[config.mk]
export PLATFORM = sky130hd
export DESIGN_NAME = rxdet_seq
export DESIGN_NICKNAME = d
export VERILOG_FILES = /design/src/rtl/rxdet_pkg.sv /design/src/rtl/rxdet_gate.sv /design/src/rtl/rxdet_timer.sv /design/src/rtl/rxdet_report.sv /design/src/rtl/rxdet_seq.sv
export SDC_FILE = /design/constraint.sdc
export NUM_CORES = 1
export LEC_CHECK = 0
export ABC_AREA = 1
export BUFFER_PORTS_ARGS = -buffer_cell sky130_fd_sc_hd__buf_2
export CAP_MARGIN = 20
export CORE_AREA = 2 2 39 41
export DETAILED_ROUTE_END_ITERATION = 8
export DIE_AREA = 0 0 41 43
export PLACE_DENSITY_LB_ADDON = 0.08
export SLEW_MARGIN = 20
export SYNTH_ARGS = -nofsm -noshare
export SYNTH_HDL_FRONTEND = slang
export SYNTH_SLANG_ARGS = --single-unit
[constraint.sdc]
create_clock -name clk -period 1.16 [get_ports clk]
set_input_delay 0 -clock clk [delete_from_list [all_inputs] [get_ports clk]]
set_output_delay 0 -clock clk [all_outputs]
set_load 0.01 [all_outputs]
[src/rtl/rxdet_pkg.sv]
package rxdet_pkg;

  typedef enum logic [0:0] {
    ST_IDLE   = 1'b0,
    ST_SETTLE = 1'b1
  } rxdet_state_e;

  localparam logic [1:0] PWR_P1       = 2'b10;
  localparam logic [2:0] STAT_FOUND   = 3'b011;
  localparam logic [2:0] STAT_NONE    = 3'b000;

endpackage

[src/rtl/rxdet_gate.sv]
module rxdet_gate
  import rxdet_pkg::*;
(
  input  logic       clk,
  input  logic       rst,
  input  logic [1:0] pwr_state,
  input  logic       det_req,
  input  logic       accept,
  output logic       qualify,
  output logic       armed
);

  assign qualify = (pwr_state == PWR_P1) && det_req;

  // request must be seen low again before the next attempt
  always_ff @(posedge clk) begin
    if (rst) begin
      armed <= 1'b1;
    end else if (accept) begin
      armed <= 1'b0;
    end else if (!det_req) begin
      armed <= 1'b1;
    end
  end

endmodule

[src/rtl/rxdet_timer.sv]
module rxdet_timer #(
  parameter int SETTLE = 16
) (
  input  logic clk,
  input  logic rst,
  input  logic clear,
  input  logic run,
  output logic expire
);

  localparam int CW = (SETTLE > 2) ? $clog2(SETTLE) : 1;

  logic [CW-1:0] cnt;

  always_ff @(posedge clk) begin
    if (rst || clear) begin
      cnt <= '0;
    end else if (run) begin
      cnt <= cnt + 1'b1;
    end
  end

  assign expire = run && (cnt == CW'(SETTLE - 1));

endmodule

[src/rtl/rxdet_report.sv]
module rxdet_report
  import rxdet_pkg::*;
(
  input  logic       clk,
  input  logic       rst,
  input  logic       fire,
  input  logic       sense,
  output logic       done,
  output logic [2:0] status
);

  always_ff @(posedge clk) begin
    if (rst) begin
      done   <= 1'b0;
      status <= STAT_NONE;
    end else begin
      done   <= fire;
      status <= (fire && sense) ? STAT_FOUND : STAT_NONE;
    end
  end

endmodule

[src/rtl/rxdet_seq.sv]
module rxdet_seq
  import rxdet_pkg::*;
#(
  parameter int SETTLE = 16
) (
  input  logic       clk,
  input  logic       rst,
  input  logic [1:0] pwr_state,
  input  logic       det_req,
  input  logic       line_sense,
  output logic       sense_arm,
  output logic       phy_done,
  output logic [2:0] phy_status
);

  rxdet_state_e state, state_nx;
  logic qualify, armed, accept, expire, fire;

  rxdet_gate u_gate (
    .clk       (clk),
    .rst       (rst),
    .pwr_state (pwr_state),
    .det_req   (det_req),
    .accept    (accept),
    .qualify   (qualify),
    .armed     (armed)
  );

  rxdet_timer #(.SETTLE(SETTLE)) u_timer (
    .clk    (clk),
    .rst    (rst),
    .clear  (state == ST_IDLE),
    .run    ((state == ST_SETTLE) && qualify),
    .expire (expire)
  );

  always_comb begin
    state_nx = state;
    accept   = 1'b0;
    fire     = 1'b0;
    unique case (state)
      ST_IDLE: begin
        if (qualify && armed) begin
          accept   = 1'b1;
          state_nx = ST_SETTLE;
        end
      end
      ST_SETTLE: begin
        if (!qualify) begin
          state_nx = ST_IDLE;
        end else if (expire) begin
          fire     = 1'b1;
          state_nx = ST_IDLE;
        end
      end
      default: state_nx = ST_IDLE;
    endcase
  end

  always_ff @(posedge clk) begin
    if (rst) state <= ST_IDLE;
    else     state <= state_nx;
  end

  assign sense_arm = (state == ST_SETTLE);

  rxdet_report u_report (
    .clk    (clk),
    .rst    (rst),
    .fire   (fire),
    .sense  (line_sense),
    .done   (phy_done),
    .status (phy_status)
  );

endmodule

# == Yosys cells after proc, flatten, opt, wreduce, memory -nomap -nowiden ==
# Index checks and enable logic that the tools add are counted.
# totals
in_bits,6
regBits,10
output_inout_bits,5
# op_classes
n_mux,11
n_addsub,1
eq_ne,3
bitwise,1
n_reduce_logical,6
# op_table
operator,n
1-bit two-way mux,9
1-bit logical AND,5
4-bit by 1-bit adder with 4-bit output (second input constant),1
4-bit equality test (second input constant),1
2-bit equality test (second input constant),1
2-bit two-way mux,1
2-bit by 1-bit != test with 1-bit output (second input constant),1
1-bit case mux with 2 select lines,1
1-bit logical OR,1
1-bit inverter,1

# == Longest topological paths before layout ==
# Gate-level depths: netlist (run 1).
# depth
depth_word,9
depth_mapped,6
mapped_depth_nobuf,6

# == Hierarchy ==
# A second synthesis (run 1) with hierarchy kept.
# unflattened
cells_unflattened,54
area_unflattened_um2,380.4
# by_module_without_submodules
mod,cells_per_inst,seq_area_each_um2,instances,area_each_um2
rxdet_timer,26,80.1,1,180.2
rxdet_report,9,40.0,1,76.3
rxdet_seq,10,20.0,1,71.3
rxdet_gate,9,20.0,1,52.6

# == Worst setup path after synthesis (run 1) ==
# Ideal clock, no wire load.
# synth_timing
path_type,reg-to-reg
start,register state (netlist: sense_arm)
end,register u_report.status[0]
setup_slack_ns,0.266
n_path_buf,0
period_less_slack_ns,0.894
stages_incl_launch_ff,5
arrival_time_ns,0.822
setup_time_ns,0.073
path_cell_list,dfxtp_1 -> inv_1 -> nor2_2 -> nand2_1 -> nor3b_2
# synth_via
elab_chain_len,7
# synth_lines
element,line_no,rtl
from (decl),rxdet_seq.sv:16,"rxdet_state_e state, state_nx;"
from (signal assigned),rxdet_seq.sv:62,else state <= state_nx;
1-bit logical AND,rxdet_seq.sv:33,".run ((state == ST_SETTLE) && qualify),"
1-bit logical AND,rxdet_timer.sv:23,assign expire = run && (cnt == CW'(SETTLE - 1));
1-bit two-way mux,rxdet_seq.sv:51,end else if (expire) begin
1-bit two-way mux,rxdet_seq.sv:49,if (!qualify) begin
1-bit two-way mux (*),rxdet_seq.sv:41,unique case (state)
1-bit logical AND (*),rxdet_report.sv:18,status <= (fire && sense) ? STAT_FOUND : STAT_NONE;
2-bit two-way mux (*),rxdet_report.sv:18,
to (signal assigned),rxdet_report.sv:18,
to (decl),rxdet_report.sv:9,output logic [2:0] status
# Mark *: on every way between the ends. The rest lies on a longest branch, timed or not.
# A chain may end at the register's enable or synchronous reset.

# == Final worst setup path (run 1) ==
# layout_timing
start,register u_timer.cnt[1]
end,register state (netlist: sense_arm)
# layout_via
elab_chain_len,5
# layout_lines
element,line_no,rtl
from (decl),rxdet_timer.sv:13,logic [CW-1:0] cnt;
from (signal assigned),rxdet_timer.sv:19,cnt <= cnt + 1'b1;
4-bit equality test,rxdet_timer.sv:23,
1-bit logical AND,rxdet_timer.sv:23,
1-bit two-way mux,rxdet_seq.sv:51,
1-bit two-way mux,rxdet_seq.sv:49,
1-bit case mux with 2 select lines,rxdet_seq.sv:41,
# Every way passes these cells.

==> out/metrics.cfg, run 1 <==
[synthesis]
ys_ff_latch=8
synth-async-reset-ratio_pct=0
syn_inst=45
syn_nets=52
synth-main-ff-cell=dfxtp_1
seq_area_frac_synth_pct=44.6
avgSynthCellArea_um2=7.98
ys.warnings.count=0
ys_types=16
synth_area_um2=359
synth-edff-count=0

[placed_design]
dpl.hpwl_um=516
port_buffers=9
place_area_um2=409
pre_cts_slack_ns=0.196
gp_congestion=0.724
dp_cells=68

[final_layout]
area_growth_pct=28.6
design_area_um2=462
nets=67
diodes=0
fillers=152
drive_gt1_share_pct=29.3
utilization_pct=33.4
fin_cells=74

[die]
die_y_um=43
die_w_um=41
core_area_um2=1380
placementRows=14
initial_core_util_pct=25.9
pin_count=11
fp.dieArea_um2=1760

[timing]
whs_ns=0.0559
finalClockSkew_ns=0.00399
finalCritPeriodShare_pct=85.3
finalCriticalPeriod_ns=0.989
setup_violations=0
fin_ws_ns=0.171
drv_slew=0
fin_tns_setup_ns=0
hold_viol_final=0
rsz0062_at_grt=no
fmax_mhz=1010

[global_routing]
globalRoute.totalOverflow=0
grt_usage_pct=9.89
grt_max_degree=6
grt_pass1_vias=259
grt_antenna_before_repair=0
grt_pass1_wl_mm=1.08

[route]
wl_per_cell_um=9.15
first_pass_iters=4
routed_wirelength_um=677
drt_iter0_markers=4
detail-route-antenna-nets=0
drcViolationCount=0
via_count=312
vias_per_cell=4.22

[setup_path]
crit_slowest_cell=dfxtp_1
worst_r2r_path_depth=4
cp_slowest_stage_delay_ns=0.35
path_buf_inv=0
crit_type=flip-flop to flip-flop
r2r_slack_ns=0.17
cp_data_arrival_time_ns=1.14
r2r-start=u_timer.cnt[1]
cp-start-kind=flip-flop
reg2reg_to=sense_arm
cp_cell_sequence=ha_1 > nand3_1 > nand2_1 > a21oi_1
cpLargestDelayFamily=flip-flops
required_ns=1.31
critPathCaptureType=flip-flop
cp_max_fo=3

[hold_path]
holdCritStartpoint=pwr_state[1]
hold_class=primary input to flip-flop
worstHoldPathCells=3
worst_hold_path.endpoint=u_timer.cnt[0]

[status]
outcome=finished clean

[clock_tree]
htreeDepth=1
cts.sink_count=8
cts_root_buffer=clkbuf_4
cts_made_buffers=3
clock_path_buffers=2
path_clk_slew_ns=0.06
cts_tree=done
worstSkewPairLatency_ns=0.26
cts_resized=0

[power]
power.density_nw_per_um2=1170
p_leak_nw=0.188
finalPower_mw=0.540
ir_drop_mv=0.388

[flow_run]
max_cap_violations=0

power by group:
part	total, mW	switching [mW]	internal [mW]
Sequential	0.278	0.00116	0.277
Clock	0.224	0.105	0.119
Combinational	0.0382	0.0188	0.0194
Total	0.540	0.125	0.415
cells in the final DEF, fill, tap and decap left out, drive strengths merged:
| master | count |
|---|---|
| nand3b | 1 |
| ha | 1 |
| nor2 | 9 |
| nand2 | 8 |
| nand3 | 4 |
| clkbuf | 3 |
| conb | 1 |
| nor3b | 1 |
| inv | 3 |
| buf | 9 |
| a21oi | 4 |
| o21ai | 3 |
| dlygate4sd3 | 3 |
| dfxtp | 8 |
kinds of logic after synthesis:
family,synth area share (%)
and+or+nand+nor,33.8
AOI/OAI and AO/OA,9.76
other,1.04
DFF,44.6
buffers and inverters,7.32
adders and majority gates,3.48
timing repair:
item,CTS,global route
hold endpoints to repair,3,0
buffers inserted,0,0
hold buffers,3,0
registers in the layout (all words and copies together), names as in the netlist:
register,flops
u_timer.cnt,4
sense_arm,1
u_gate.armed,1
u_report.done,1
u_report.status,1
final cells by class:
class | instances | area, um2 | area share, %
multi-input combinational | 32 | 173 | 37.4
sequential | 8 | 160 | 34.7
timing repair buffer | 12 | 75.1 | 16.3
clock buffer | 3 | 22.5 | 4.88
tap | 16 | 20.0 | 4.34
inverter | 3 | 11.3 | 2.44
cells in the mapped netlist, types with 2 or more instances:
cell type  number  share of area, %
a21oi_1         4               5.6
buf_4           2               4.2
dfxtp_1         8                45
inv_1           3               3.1
nand2_1         8               8.4
nand3_1         3               4.2
nor2_1          6               6.3
nor2_2          2               3.5
o21ai_0         2               2.8
tightest hold or removal path: stages:
cell,delay (ns)
buf_2,0.11
nand3_2,0.09
a21oi_1,0.07
metal layers:
metal / global-route usage (%) / up-vias / part of all wire, %
met2: 12.2 / 14 / 42
met5: 0 / - / 0
met1: 12.4 / 126 / 49
met4: 10.0 / 0 / 2.5
li1: - / 168 / -
met3: 3.14 / 4 / 6.9
how the worst max path moves through the flow:
stage                    from                  to  slack [ns]  depth (start not counted)
2_1_floorplan       sense_arm  u_report.status[0]        0.27                          4
5_1_grt        u_timer.cnt[1]           sense_arm        0.11                          4
4_1_cts        u_timer.cnt[1]           sense_arm        0.18                          4
3_5_place_dp   u_timer.cnt[1]           sense_arm        0.20                          4
3_3_place_gp   u_timer.cnt[1]           sense_arm        0.16                          4
6_report       u_timer.cnt[1]           sense_arm        0.17                          4
Power figures use the tool's default switching activity.
==> inputs of run 2 (changes only) <==
Settings changed: PLACE_DENSITY from default to 0.47, PLACE_DENSITY_LB_ADDON 0.08 to default.
==> run 2 against run 1 <==
  * Final area is the same
  * Clock skew shrank 0.0020 ns
  * Clock-buffer cell count is the same
  * Utilization is the same
  * Die area is the same
  * Largest power group unchanged
  * Register-to-register slack gained 0.04 ns
  * Total power shrank 1.7%
  * Combinational power is essentially flat
  * Non-clock buffer count is the same
  * Wire length shrank 3.0%
  * Maximum frequency grew 2.7%
==> out/metrics.cfg, run 2 (synthesized netlist as in run 1, its figures left out) <==
[status]
outcome=finished clean

[route]
drcViolationCount=0
vias_per_cell=4.20
detail-route-antenna-nets=0
via_count=311
first_pass_iters=1
routed_wirelength_um=657
wl_per_cell_um=8.88
drt_iter0_markers=0

[global_routing]
globalRoute.totalOverflow=0
grt_usage_pct=9.77
grt_pass1_vias=272
grt_max_degree=6
grt_antenna_before_repair=0
grt_pass1_wl_mm=1.08

[setup_path]
cp_max_fo=4
crit_type=primary input to flip-flop
critPathCaptureType=flip-flop
cp-start-kind=primary input
required_ns=1.31
r2r_slack_ns=0.21
cp_data_arrival_time_ns=1.12

[power]
ir_drop_mv=0.388
power.density_nw_per_um2=1150
p_leak_nw=0.188

[clock_tree]
htreeDepth=1
worstSkewPairLatency_ns=0.26
cts_resized=0
cts_root_buffer=clkbuf_4
path_clk_slew_ns=0.05
clock_path_buffers=2
cts_tree=done
cts.sink_count=8
cts_made_buffers=3

[final_layout]
fin_cells=74
diodes=0
fillers=148
drive_gt1_share_pct=29.3
largest_register_ffs=4
area_growth_pct=28.6
mostFrequentLayoutCells=buf_2 (9), nand2_1 (8), dfxtp_1 (8)
top_register=u_timer.cnt
nets=67
layout_commonest_cell=buf_2
utilization_pct=33.4

[placed_design]
gp_congestion=0.728
port_buffers=9
dp_cells=68
dpl.hpwl_um=516

[die]
pin_count=11
initial_core_util_pct=25.9
fp.dieArea_um2=1760
die_y_um=43
die_w_um=41
placementRows=14
core_area_um2=1380

[timing]
drv_slew=0
setup_violations=0
finalClockSkew_ns=0.00201
fmax_mhz=1040
finalCritPeriodShare_pct=83.1
hold_viol_final=0
fin_tns_setup_ns=0
rsz0062_at_grt=no
finalCriticalPeriod_ns=0.963

[hold_path]
hold_class=primary input to flip-flop

[flow_run]
max_cap_violations=0

## run 2: critical path, cell delays in order
cell and delay (ns):
dlygate4sd3_1 0.52, buf_2 0.13, nand2_1 0.08, nor2_4 0.11, nand2_1 0.09, o21ai_1 0.13
nor2_1 0.05
## run 2: path summary, 6_finish.rpt
path / from / to / depth (start not counted)
max: det_req / u_timer.cnt[2] / 7
min: pwr_state[1] / u_timer.cnt[0] / 3
max reg2reg: u_timer.cnt[1] / sense_arm / 4
min reg2reg: u_gate.armed / u_gate.armed / 2
## run 2: power breakdown
group / internal, mW / total (mW) / switching (mW)
Clock: 0.119 / 0.215 / 0.0967
Combinational: 0.0194 / 0.0379 / 0.0186
Sequential: 0.277 / 0.278 / 0.00114
Total: 0.415 / 0.531 / 0.116
## run 2: through the flow
step	worst slack, ns	hold WS [ns]	instance area, um2	power [mW]
2_1_floorplan	0.266	0.0691	359	0.302
3_3_place_gp	0.207	0.202	409	0.315
3_5_place_dp	0.210	0.204	409	0.315
4_1_cts	0.189	0.0670	462	0.536
5_1_grt	0.114	0.0812	462	0.560
6_report	0.197	0.0565	462	0.531
## run 2: area by class of cell
type	count	area (um2)	area share, %
clock buffers	3	22.5	4.88
inverters	3	11.3	2.44
multi-input cells	32	173	37.4
flip-flops and latches	8	160	34.7
well taps	16	20.0	4.34
repair buffers	12	75.1	16.3
## run 2: per-layer routing
metal | up-vias | part of all wire (%) | track usage [%]
met5 | - | 0 | 0
met1 | 124 | 47 | 12.0
met2 | 14 | 41 | 12.2
met3 | 5 | 6.4 | 1.57
met4 | 0 | 6.1 | 12.0
li1 | 168 | - | -
## run 2: timing repair
item | in CTS | in global routing
setup buffers | 0 | 0
endpoints found under the setup margin | 0 | 0
hold buffers | 3 | 0
hold endpoints to repair | 3 | 0
